$ cat src/rtl/lane_cfg_pkg.sv
package lane_cfg_pkg;
  localparam int NUM_CH = 4;
  localparam int RT_W   = 2;
  localparam int IDX_W  = 2;
  localparam int ROUTE_BUS_W = NUM_CH * RT_W;
  localparam int IDX_BUS_W   = NUM_CH * IDX_W;

  typedef enum logic [2:0] {
    MODE_OFF      = 3'd0,
    MODE_USB      = 3'd1,
    MODE_ALT4     = 3'd2,
    MODE_USB_ALT2 = 3'd3,
    MODE_BOOT     = 3'd4
  } op_mode_e;

  localparam logic [RT_W-1:0] RT_IDLE  = 2'b00;
  localparam logic [RT_W-1:0] RT_UP2DN = 2'b01;
  localparam logic [RT_W-1:0] RT_DN2UP = 2'b10;

  localparam logic [1:0] SBU_OPEN     = 2'd0;
  localparam logic [1:0] SBU_STRAIGHT = 2'd1;
  localparam logic [1:0] SBU_CROSSED  = 2'd2;

  // strobes from control to the lane datapath
  typedef struct packed {
    op_mode_e   mode;
    logic       orient;
    logic       swap;
    logic       custom;
    logic       strap;
    logic [1:0] sbu;
  } ctrl_t;
endpackage

$ cat src/rtl/lcc_ctrl.sv
module lcc_ctrl
  import lane_cfg_pkg::*;
#(
  parameter int SYNC_STAGES = 2,
  parameter int OPEN_TICKS  = 250000
) (
  input  logic       clk,
  input  logic       rstN,
  input  logic       strapIn,
  input  logic [1:0] dirIn,
  input  logic       ctlHiIn,
  input  logic       ctlLoIn,
  input  logic       flipIn,
  input  logic       swapIn,
  output ctrl_t      cfg,
  output logic       ctlHiSync
);
  localparam int PIN_W = 7;
  localparam int CNT_W = $clog2(OPEN_TICKS + 1);
  localparam logic [PIN_W-1:0] PIN_RST = 7'b100_0000;

  logic [PIN_W-1:0] pinVec;
  logic [PIN_W-1:0] syncQ [SYNC_STAGES];

  assign pinVec = {strapIn, dirIn, ctlHiIn, ctlLoIn, flipIn, swapIn};

  genvar s;
  generate
    for (s = 0; s < SYNC_STAGES; s++) begin : g_sync
      always_ff @(posedge clk or negedge rstN) begin
        if (!rstN) syncQ[s] <= PIN_RST;
        else if (s == 0) syncQ[s] <= pinVec;
        else syncQ[s] <= syncQ[(s == 0) ? 0 : s-1];
      end
    end
  endgenerate

  logic       strapS, ctlHiS, ctlLoS, flipS, swapS;
  logic [1:0] dirS;
  assign {strapS, dirS, ctlHiS, ctlLoS, flipS, swapS} = syncQ[SYNC_STAGES-1];

  // sticky power-up USB state
  logic bootUsb, riseSeen, ctlLoPrev;
  always_ff @(posedge clk or negedge rstN) begin
    if (!rstN) begin
      bootUsb   <= 1'b1;
      riseSeen  <= 1'b0;
      ctlLoPrev <= 1'b0;
    end else begin
      ctlLoPrev <= ctlLoS;
      if (ctlLoS && !ctlLoPrev) riseSeen <= 1'b1;
      if (riseSeen && ctlLoPrev && !ctlLoS) bootUsb <= 1'b0;
    end
  end

  // sideband switch with low-time filter
  logic [CNT_W-1:0] lowCnt;
  logic [1:0]       sbuQ;
  always_ff @(posedge clk or negedge rstN) begin
    if (!rstN) begin
      lowCnt <= '0;
      sbuQ   <= SBU_OPEN;
    end else if (ctlHiS) begin
      lowCnt <= '0;
      sbuQ   <= flipS ? SBU_CROSSED : SBU_STRAIGHT;
    end else if (lowCnt == CNT_W'(OPEN_TICKS)) begin
      sbuQ   <= SBU_OPEN;
    end else begin
      lowCnt <= lowCnt + 1'b1;
    end
  end

  op_mode_e pinMode;
  always_comb begin
    unique case ({ctlHiS, ctlLoS})
      2'b00:   pinMode = MODE_OFF;
      2'b01:   pinMode = MODE_USB;
      2'b10:   pinMode = MODE_ALT4;
      default: pinMode = MODE_USB_ALT2;
    endcase
  end

  always_comb begin
    cfg.mode   = bootUsb ? MODE_BOOT : pinMode;
    cfg.orient = flipS ^ dirS[0];
    cfg.swap   = swapS;
    cfg.custom = dirS[1];
    cfg.strap  = strapS;
    cfg.sbu    = sbuQ;
  end

  assign ctlHiSync = ctlHiS;
endmodule

$ cat src/rtl/lcc_lanes.sv
module lcc_lanes
  import lane_cfg_pkg::*;
(
  input  logic                   clk,
  input  logic                   rstN,
  input  ctrl_t                  cfg,
  input  logic [ROUTE_BUS_W-1:0] hostRoute,
  input  logic [NUM_CH-1:0]      hostLaneEn,
  input  logic [NUM_CH-1:0]      hostEqSel,
  input  logic [IDX_BUS_W-1:0]   hostLaneIdx,
  input  logic [1:0]             hostSbu,
  input  logic                   hostPwrDn,
  output logic [ROUTE_BUS_W-1:0] routeSel,
  output logic [NUM_CH-1:0]      laneEn,
  output logic [NUM_CH-1:0]      eqSel,
  output logic [IDX_BUS_W-1:0]   laneIdx,
  output logic [1:0]             sbuSel,
  output logic                   pwrDn,
  output logic [2:0]             opMode
);
  logic [ROUTE_BUS_W-1:0] nxtRoute;
  logic [NUM_CH-1:0]      nxtEn, nxtEq;
  logic [IDX_BUS_W-1:0]   nxtIdx;

  genvar c;
  generate
    for (c = 0; c < NUM_CH; c++) begin : g_ch
      localparam bit IS_RX = (c == 0) || (c == NUM_CH-1);
      localparam bit PAIR2 = (c >= NUM_CH/2);
      localparam logic [IDX_W-1:0] IDX_FWD = IDX_W'(c);
      localparam logic [IDX_W-1:0] IDX_REV = IDX_W'(NUM_CH-1-c);

      logic            onUsb, en;
      logic [RT_W-1:0] usbRt, altRt, baseRt, rt;
      logic [IDX_W-1:0] idx;

      assign onUsb = (PAIR2 == cfg.orient);
      assign usbRt = IS_RX ? RT_DN2UP : RT_UP2DN;
      assign altRt = (cfg.custom && IS_RX) ? RT_DN2UP : RT_UP2DN;

      always_comb begin
        en = 1'b0;
        baseRt = RT_IDLE;
        idx = '0;
        unique case (cfg.mode)
          MODE_USB, MODE_BOOT: begin
            en = onUsb;
            baseRt = onUsb ? usbRt : RT_IDLE;
          end
          MODE_ALT4: begin
            en = 1'b1;
            baseRt = altRt;
            idx = cfg.orient ? IDX_FWD : IDX_REV;
          end
          MODE_USB_ALT2: begin
            en = 1'b1;
            baseRt = onUsb ? usbRt : altRt;
            idx = (onUsb || IS_RX) ? IDX_W'(0) : IDX_W'(1);
          end
          default: ;
        endcase
        rt = (en && cfg.swap) ? ~baseRt : baseRt;
      end

      assign nxtRoute[c*RT_W +: RT_W]   = rt;
      assign nxtIdx[c*IDX_W +: IDX_W]   = idx;
      assign nxtEn[c]                   = en;
      assign nxtEq[c]                   = en && (rt == RT_DN2UP);
    end
  endgenerate

  always_ff @(posedge clk or negedge rstN) begin
    if (!rstN) begin
      routeSel <= '0;
      laneEn   <= '0;
      eqSel    <= '0;
      laneIdx  <= '0;
      sbuSel   <= SBU_OPEN;
      pwrDn    <= 1'b0;
      opMode   <= MODE_BOOT;
    end else begin
      opMode <= cfg.mode;
      if (cfg.strap) begin
        routeSel <= nxtRoute;
        laneEn   <= nxtEn;
        eqSel    <= nxtEq;
        laneIdx  <= nxtIdx;
        sbuSel   <= cfg.sbu;
        pwrDn    <= (cfg.mode == MODE_OFF);
      end else begin
        routeSel <= hostRoute;
        laneEn   <= hostLaneEn;
        eqSel    <= hostEqSel;
        laneIdx  <= hostLaneIdx;
        sbuSel   <= hostSbu;
        pwrDn    <= hostPwrDn;
      end
    end
  end
endmodule

$ cat src/rtl/lane_cfg_ctrl.sv
module lane_cfg_ctrl
  import lane_cfg_pkg::*;
#(
  parameter int SYNC_STAGES = 2,
  parameter int OPEN_TICKS  = 250000
) (
  input  logic                   clk,
  input  logic                   rstN,
  input  logic                   strapMode,
  input  logic [1:0]             dirSel,
  input  logic                   ctlHi,
  input  logic                   ctlLo,
  input  logic                   flipPin,
  input  logic                   swapPin,
  input  logic [ROUTE_BUS_W-1:0] hostRoute,
  input  logic [NUM_CH-1:0]      hostLaneEn,
  input  logic [NUM_CH-1:0]      hostEqSel,
  input  logic [IDX_BUS_W-1:0]   hostLaneIdx,
  input  logic [1:0]             hostSbu,
  input  logic                   hostPwrDn,
  output logic [ROUTE_BUS_W-1:0] routeSel,
  output logic [NUM_CH-1:0]      laneEn,
  output logic [NUM_CH-1:0]      eqSel,
  output logic [IDX_BUS_W-1:0]   laneIdx,
  output logic [1:0]             sbuSel,
  output logic                   pwrDn,
  output logic [2:0]             opMode
);
  ctrl_t ctrlBus;
  logic  ctlHiNow;

  lcc_ctrl #(.SYNC_STAGES(SYNC_STAGES), .OPEN_TICKS(OPEN_TICKS)) u_ctrl (
    .clk(clk), .rstN(rstN), .strapIn(strapMode), .dirIn(dirSel),
    .ctlHiIn(ctlHi), .ctlLoIn(ctlLo), .flipIn(flipPin), .swapIn(swapPin),
    .cfg(ctrlBus), .ctlHiSync(ctlHiNow)
  );

  lcc_lanes u_lanes (
    .clk(clk), .rstN(rstN), .cfg(ctrlBus),
    .hostRoute(hostRoute), .hostLaneEn(hostLaneEn), .hostEqSel(hostEqSel),
    .hostLaneIdx(hostLaneIdx), .hostSbu(hostSbu), .hostPwrDn(hostPwrDn),
    .routeSel(routeSel), .laneEn(laneEn), .eqSel(eqSel), .laneIdx(laneIdx),
    .sbuSel(sbuSel), .pwrDn(pwrDn), .opMode(opMode)
  );
endmodule

$ cat config.mk
export PLATFORM = sky130hd
export DESIGN_NAME = lane_cfg_ctrl
export DESIGN_NICKNAME = d
export VERILOG_FILES = /design/src/rtl/lane_cfg_pkg.sv /design/src/rtl/lcc_ctrl.sv /design/src/rtl/lcc_lanes.sv /design/src/rtl/lane_cfg_ctrl.sv
export SDC_FILE = /design/constraint.sdc
export NUM_CORES = 1
export LEC_CHECK = 0
export CORE_MARGIN = 10
export CORE_UTILIZATION = 30
export DETAILED_ROUTE_END_ITERATION = 6
export GPL_ROUTABILITY_DRIVEN = 0
export PLACE_DENSITY = 0.67
export SYNTH_ARGS = -nofsm -noshare
export SYNTH_HDL_FRONTEND = slang
export SYNTH_SLANG_ARGS = --single-unit
$ cat constraint.sdc
create_clock -name clk -period 1.65 [get_ports clk]
set_input_delay 0.4125 -clock clk [delete_from_list [all_inputs] [get_ports clk]]
set_output_delay 0.4125 -clock clk [all_outputs]
set_load 0.01 [all_outputs]
### After elaboration in Yosys (flattened, before gate mapping)

Cells that the tools add are included.

| cells by class | value |
|---|---|
| add/sub/neg operators | 1 |
| equal/unequal tests | 12 |
| mux-type cells | 38 |
| bitwise operators | 6 |
| reductions and logical operators | 16 |

Operators by type and width:

| cell | count |
|---|---|
| $mux 2 | 19 |
| $mux 18 | 2 |
| $add 18x1->18 const B | 1 |
| $eq 18x18->1 const B | 1 |
| $pmux 2 s3 | 3 |
| $mux 8 | 2 |
| $pmux 2 s2 | 4 |
| $eq 2x2->1 const B | 5 |
| $logic_and 1x1->1 | 9 |
| $mux 4 | 2 |
| $not 2->2 | 4 |
| $eq 3x2->1 const B | 2 |
| $pmux 1 s2 | 2 |
| $reduce_or 2->1 | 2 |
| $eq 3x1->1 const B | 1 |
| $eq 3x3->1 const B | 1 |
| $logic_not 3->1 | 1 |
| $mux 1 | 3 |
| $mux 3 | 1 |
| $eq 2x1->1 const B | 1 |
| $logic_not 1->1 | 2 |
| $logic_not 2->1 | 1 |
| $ne 2x1->1 const B | 1 |
| $reduce_bool 2->1 | 1 |
| 2 further kinds | 2 |

| storage, ports and cells | value |
|---|---|
| flip-flop bits (word level) | 67 |
| input bits | 36 |
| output and inout bits | 30 |
| logic and storage cells | 87 |

### Depth between registers and ports, before layout

Gate-level depths: netlist of run 1.

| depth | value |
|---|---|
| word-level depth | 11 |
| gate-level depth with buffers | 5 |
| depth with buffers taken out | 5 |

### Cells and area by module

From an unflattened synthesis of run 1, not the netlist that was laid out.

| unflattened totals | value |
|---|---|
| cells, all modules | 269 |
| area total of the unflattened synthesis | 2881.5 µm² |

By module, submodules not included:

| module | times used | cells an instance | area an instance (µm²) | seq. area each (µm²) |
|---|---|---|---|---|
| lcc_ctrl | 1 | 135 | 1527.7 | 929.6 |
| lcc_lanes | 1 | 134 | 1353.8 | 752.0 |

### Least setup slack after synthesis of run 1

OpenSTA, ideal clock, no wires.

| timing | value |
|---|---|
| path type | reg2reg |
| start point | register u_ctrl.lowCnt[0] |
| end point | register u_ctrl.lowCnt[16] |
| setup time | 78 ps |
| arrival | 1481 ps |
| required time | 1572 ps |
| setup slack | 91 ps |
| stages on the path, launching flop included | 6 |
| buffers on the path | 0 |
| clock period less this slack | 1559 ps |
| path through | dfrtp_1 > ha_1 > nand3_1 > or2_4 > or4_1 > a21oi_1 |

| on the way | value |
|---|---|
| cells in the longest elaborated chain, start to end | 3 |
| elaborated cells between the ends (all ways) | 5 |
| those cells by class | add/sub: 1; eq/ne: 2; mux: 2 |

RTL lines:

| item | RTL line | RTL |
|---|---|---|
| start, declared | lcc_ctrl.sv:57 | `logic [CNT_W-1:0] lowCnt;` |
| start signal, assigned | lcc_ctrl.sv:69 | `lowCnt <= lowCnt + 1'b1;` |
| $add 18x1->18 | lcc_ctrl.sv:69 |  |
| $mux 18 | lcc_ctrl.sv:66 | `end else if (lowCnt == CNT_W'(OPEN_TICKS)) begin` |
| $mux 18 | lcc_ctrl.sv:63 | `end else if (ctlHiS) begin` |

Several ways; a longest one is shown, not always the timed one. The select of a mux whose other input is x is not followed.
A chain may end at the register's enable or synchronous reset.

### Final worst setup path of run 1

| timing | value |
|---|---|
| start point | register u_lanes.pwrDn |
| end point | output pwrDn |

RTL lines:

| item | RTL line | RTL |
|---|---|---|
| start, declared | lcc_lanes.sv:18 | `output logic pwrDn,` |
| start signal, assigned | lcc_lanes.sv:89 | `pwrDn <= (cfg.mode == MODE_OFF);` |
| start signal, assigned | lcc_lanes.sv:96 | `pwrDn <= hostPwrDn;` |
| end, declared | lane_cfg_ctrl.sv:26 | `output logic pwrDn,` |

No word-level cell between the ends.

==> reports/qor.csv, run 1 <==
metric,value,unit
status,completed,
clock_latency,0.34,ns
synthToLayoutAreaGrowth,41.5,%
cts_tree,built,
place_hpwl,4.63,mm
worstSetupEndpointType,output pin,
reg2reg_depth,5,
vias_per_cell,4.70,
synth.largest_area_cell,dfrtp_1,
grt.total_usage,10.1,%
r2r-start,u_ctrl.lowCnt[0],
htreeDepth,3,
skew,0.00823,ns
worstPathCellList,clkdlybuf4s50_1,
slowest_delay,0.53,ns
routed_wirelength,6.37,mm
start_util,30.9,%
port_buffers,65,
die_w,115,um
path_clk_slew,0.07,ns
ys.warnings.count,0,
synth.top_cell.area_share,58.5,%
synth_seq_cells,67,
grt_max_degree,68,
drc_errors,0,
p_total,3.64,mW
timing.hold.ws,0.0647,ns
drive_above_1_share,14.4,%
cp_num_cells,1,
crit_buf_inv,1,
p_per_area,955,nW/um^2
design.die.area,13200,um^2
cts.path.max_buffers,2,
setup_tns,0,ns
wire_per_inst,14.4,um
fp-row-count,34,
worstPathRequired,1.24,ns
maxCapViolations,0,
min_period_over_period,97.5,%
drt_pass1_iterations,4,
dp.cells,425,
post-route-min-period,1.61,ns
cts-root-buf,clkbuf_8,
critPathLaunch,u_lanes.pwrDn,
yosys.cell_count.top_type,dfrtp_1,
ys_types,45,
numClockSinks,67,
relSlewSlack,74.1,%
ys.flop_type,dfrtp_1,
worst_ep_arrival_time,1.20,ns
finalNonFillerCells,442,
io_pins,66,
reg2reg_to,u_ctrl.lowCnt[16],
leakage,1.87,nW
critPathMaxFanout,1,
synth_area_leaders,"dfrtp_1 (58%), o21ai_0 (5.0%), dfstp_2 (3.9%)",
num_vias,2076,
synth-async-reset-ratio,100,%
timing.critical_path.to,pwrDn,
r2r_slack,0.06,ns
grt_pass1_vias,2150,
drt_iter0_drc,70,
hp-class,in2async,
finalHoldViolCount,0,
grt-ovfl-total,0,
finalSetupViolCount,0,
critPathKind,reg2out,
syn_area,2700,um^2
nets,367,
slowest_stage,clkdlybuf4s50_1,
antenna_found_initial,0,
worstSetupStartpointType,flip-flop,
grt_pass1_wl,10.6,mm
max_freq,0.622,GHz
synth.avg_cell_area,10.9,um^2
tightest_slew,0.387,ns
crit_family,buffers and inverters,
n_antenna_cell,0,
synth_edf_count,0,
ant_nets,0,
synth_commonest_cells,"dfrtp_1 (63), inv_1 (27), o21ai_0 (27)",
core_area,8720,um^2
yosysSeqAreaShare,62.4,%
die_h,115,um
syn_inst,248,
maxSlewViolCount,0,
ir_worst_vdd,0.000464,V
numCtsBuffers,9,
syn_nets,286,
-- power breakdown --
part / switching (mW) / internal [mW]
clock: 0.601 / 0.846
combinational: 0.201 / 0.231
sequential: 0.0340 / 1.73
total: 0.836 / 2.81
-- what timing repair did --
| item | CTS | global route |
|---|---|---|
| pin swaps | 0 | 0 |
| setup buffers | 0 | 1 |
| hold buffers | 0 | 0 |
| gates resized for setup | 7 | 22 |
| setup endpoints to repair | 7 | 22 |
-- layout by cell type, fill, tap and decap left out, drive strengths merged, types with 6 or more instances in the layout --
cell type	instances
nand2	18
a21oi	9
dfrtp	63
dlygate4sd2	7
clkdlybuf4s50	39
inv	27
nor2	16
buf	15
o22ai	8
clkbuf	11
o21ai	27
dlymetal6s2s	18
nand3	11
xor2	8
or3	6
-- through the flow --
step | cell area, um^2 | utilization, % | setup WS, ns
6_report | 3810 | 43.7 | 0.0412
5_1_grt | 3810 | 43.7 | -0.0278
4_1_cts | 3750 | 43.0 | 0.00312
3_5_place_dp | 3550 | 40.7 | 0.0496
3_3_place_gp | 3550 | 40.7 | 0.0967
2_1_floorplan | 2700 | - | 0.0911
-- worst min-delay path by stage --
stage                    start           endpoint  cells past startpoint
2_1_floorplan             rstN      u_ctrl.cfg[3]                      0
5_1_grt                   rstN   u_lanes.eqSel[3]                      2
4_1_cts                   rstN  u_lanes.laneEn[0]                      2
3_3_place_gp   u_ctrl.syncQ[9]      u_ctrl.ctlLoS                      0
3_5_place_dp   u_ctrl.syncQ[9]      u_ctrl.ctlLoS                      0
6_report                  rstN   u_lanes.eqSel[3]                      2
-- layer usage --
layer | GRT usage (%) | vias to the layer above | share of wire (%)
met3 | 3.65 | 12 | 6.9
li1 | - | 1005 | -
met1 | 11.9 | 996 | 46
met5 | 0 | - | 0
met2 | 15.5 | 63 | 45
met4 | 5.69 | 0 | 2.6
-- state kept, by name (all words and copies together) (netlist names) --
register          flops
u_lanes.sbuSel        2
u_ctrl.ctlHiSync      1
u_lanes.opMode        3
u_ctrl.ctlLoPrev      1
u_ctrl.bootUsb        1
u_ctrl.ctlLoS         1
u_lanes.eqSel         4
u_ctrl.syncQ          7
u_ctrl.flipS          1
u_ctrl.sbuQ           2
u_lanes.routeSel      8
u_lanes.laneEn        4
u_lanes.pwrDn         1
u_lanes.laneIdx       8
u_ctrl.lowCnt        18
u_ctrl.riseSeen       1
u_ctrl.cfg            3
u_ctrl.dirS           1
-- final cells by class --
class	instances	area, um^2
Inverter	27	101
Fill cell	841	4910
Timing Repair Buffer	79	800
Tap cell	108	135
Multi-Input combinational cell	145	887
Clock buffer	11	131
Clock inverter	5	77.6
Sequential cell	67	1680
-- cell families after synthesis --
logic type	count (synthesis)	synth area share, %
fa+ha+maj	2	0.928
flops	67	62.4
compound gates	55	11.8
buf+inv	36	5.06
mux	4	1.62
xor+xnor	11	3.58
simple gates	73	14.6
Power figures use the tool's default switching activity.
==> run 2: changes to the inputs <==
CAP_MARGIN = 20   (was unset)
==> results of run 2 <==
Final layout, timing and power as in run 1 (identical DEF).
==> run 3: changes to the inputs <==
CAP_MARGIN = 10   (was 20)
CORE_UTILIZATION = 44   (was 30)
PLACE_DENSITY = 0.87   (was 0.67)
==> reports/qor.csv, run 3 (same netlist as run 1, synthesis figures left out) <==
metric,value,unit,change
grt.total_usage,13.4,%,+3.3 points
drive_above_1_share,14.1,%,-0.30 points
drt_iter0_drc,189,,+170%
place_hpwl,4.59,mm,-0.99%
io_pins,66,,unchanged
mostFrequentLayoutCell,dfrtp_1,,
critPathMaxFanout,1,,unchanged
grt-ovfl-total,0,,unchanged
critPathLaunch,u_lanes.routeSel[6],,
top_register,u_ctrl.lowCnt,,
layout_common_cells,"dfrtp_1 (63), clkdlybuf4s50_1 (51), inv_1 (27)",,
post-route-min-period,1.61,ns,+0.00422 ns
status,completed,,
cts-hold-fix-buffers,0,,unchanged
wire_per_inst,15.5,um,+7.7%
fp-row-count,28,,-18%
ir_worst_vdd,0.000466,V,+0.44%
placed_cell_area,3530,um^2,-0.60%
path_clk_slew,0.07,ns,about the same
grt_pass1_vias,2074,,-3.5%
numCtsBuffers,9,,unchanged
pwr-share-seq,52.8,%,+4.4 points
r2r_slack,0.09,ns,+0.03 ns
hp-class,in2async,,
die_h,98.3,um,-14%
maxCapViolations,0,,unchanged
cts.path.max_buffers,2,,unchanged
critPathKind,reg2out,,
grt_max_degree,68,,unchanged
combPwrFrac,13.1,%,+1.3 points
skew,0.00831,ns,+0.0000811 ns
nets,367,,unchanged
finalHoldViolCount,0,,unchanged
fin_util,63.1,%,+19 points
numClockSinks,67,,unchanged
grt_pass1_wl,10.4,mm,-1.6%
cts_setup_buffers,0,,unchanged
fillers,456,,-46%
port_buffers,65,,unchanged
synthToLayoutAreaGrowth,38.7,%,
p_int,2.55,mW,-9.2%
setup_tns,0,ns,unchanged
reg2reg_depth,4,,-1
cp_num_cells,1,,unchanged
n_antenna_cell,0,,unchanged
antenna_found_initial,0,,unchanged
largest_reg_flops,18,,unchanged
drc_errors,0,,unchanged
cts-root-buf,clkbuf_8,,
core_area,5920,um^2,-32%
timing.hold.ws,0.0806,ns,+0.0159 ns
dp.cells,393,,-7.5%
power_switching,0.794,mW,-5.0%
cts_tree,built,,
drt_pass1_iterations,4,,unchanged
htreeDepth,3,,unchanged
worstPathRequired,1.24,ns,about the same
min_period_over_period,97.8,%,+0.26 points
maxSlewViolCount,0,,unchanged
tightest_slew,0.351,ns,-0.0360 ns
timing.critical_path.to,routeSel[6],,
r2r-start,u_ctrl.lowCnt[9],,
relSlewSlack,76.6,%,+2.5 points
finalSetupViolCount,0,,unchanged
p_per_area,895,nW/um^2,-6.3%
reg2reg_to,u_ctrl.lowCnt[16],,
worstPathCellList,clkdlybuf4s50_1,,
clock_latency,0.33,ns,about the same
ant_nets,0,,unchanged
leakage,1.77,nW,-5.3%
die_w,98.3,um,-14%
slowest_stage,clkdlybuf4s50_1,,
max_freq,0.620,GHz,-0.26%
worstSetupStartpointType,flip-flop,,
final_area,3740,um^2,-2.0%
vias_per_cell,5.05,,+7.6%
finalNonFillerCells,409,,-7.5%
design.die.area,9660,um^2,-27%
crit_family,buffers and inverters,,
p_clk_share,34.1,%,-5.6 points
slowest_delay,0.54,ns,about the same
start_util,45.5,%,+15 points
worstSetupEndpointType,output pin,,
crit_buf_inv,1,,unchanged
num_vias,2067,,-0.43%
routed_wirelength,6.35,mm,-0.31%
biggestRegsByFlops,"u_ctrl.lowCnt: 18 flops, u_lanes.laneIdx: 8 flops, u_lanes.routeSel: 8 flops",,
worst_ep_arrival_time,1.20,ns,about the same
swShare,23.8,%,+0.81 points
## run 3: cell types whose count changed in the layout (fill, tap and decap cells not counted), moves of 2 or more
| cell | before | now |
|---|---|---|
| bufinv_16 | 2 | 0 |
| clkdlybuf4s50_1 | 39 | 51 |
| dlygate4sd2_1 | 7 | 2 |
| dlymetal6s2s_1 | 18 | 11 |
## run 3: cell type report
cell class | count | area, um^2 | share of cell area [%]
Multi-Input combinational cell | 145 | 896 | 24.0
Tap cell | 75 | 93.8 | 2.51
Timing Repair Buffer | 79 | 801 | 21.4
Inverter | 27 | 101 | 2.71
Sequential cell | 67 | 1680 | 45.0
Clock inverter | 3 | 15.0 | 0.402
Clock buffer | 13 | 149 | 3.98
## run 3: stage by stage
stage,setup slack (ns),power (mW)
CTS,0.000720,3.39
finish,0.0369,3.34
global route,-0.0115,3.50
global placement,0.156,2.23
floorplan,0.0911,1.95
detailed placement,0.0695,2.25
## run 3: worst reg2reg max path, stage by stage, from the launching register on
cell     delay (ns)
dfrtp_1        0.44
and4_1         0.26
nand3_2        0.13
or4_1          0.49
a21oi_1        0.16
## run 3: worst min-delay path by stage
stage	start	endpoint	slack, ns	depth (start not counted)
2_1_floorplan	rstN	u_ctrl.cfg[3]	0.12	0
3_3_place_gp	u_ctrl.syncQ[8]	u_ctrl.flipS	0.33	0
3_5_place_dp	u_ctrl.syncQ[10]	u_ctrl.ctlHiSync	0.34	0
4_1_cts	rstN	u_ctrl.lowCnt[16]	0.08	2
5_1_grt	rstN	u_lanes.routeSel[7]	0.10	2
6_report	rstN	u_lanes.routeSel[5]	0.08	2
## run 3: power groups by stage
| stage | Combinational, mW | Clock [mW] | Sequential, mW |
|---|---|---|---|
| floorplan | 0.125 | 0 | 1.82 |
| global placement | 0.436 | 0 | 1.79 |
| detailed placement | 0.448 | 0 | 1.80 |
| CTS | 0.448 | 1.18 | 1.77 |
| global route | 0.482 | 1.25 | 1.78 |
| finish | 0.439 | 1.14 | 1.77 |
## run 3: routing by layer
layer	vias to the layer above	GRT usage, %	routed length, um
li1	1001	-	-
met2	60	20.1	2900
met5	-	0	0
met1	998	17.0	3020
met3	8	3.66	305
met4	0	7.61	118
## run 3: what timing repair did
action | CTS | global route
endpoints found under the hold margin | 0 | 0
setup endpoints to repair | 2 | 21
gates resized for setup | 2 | 16
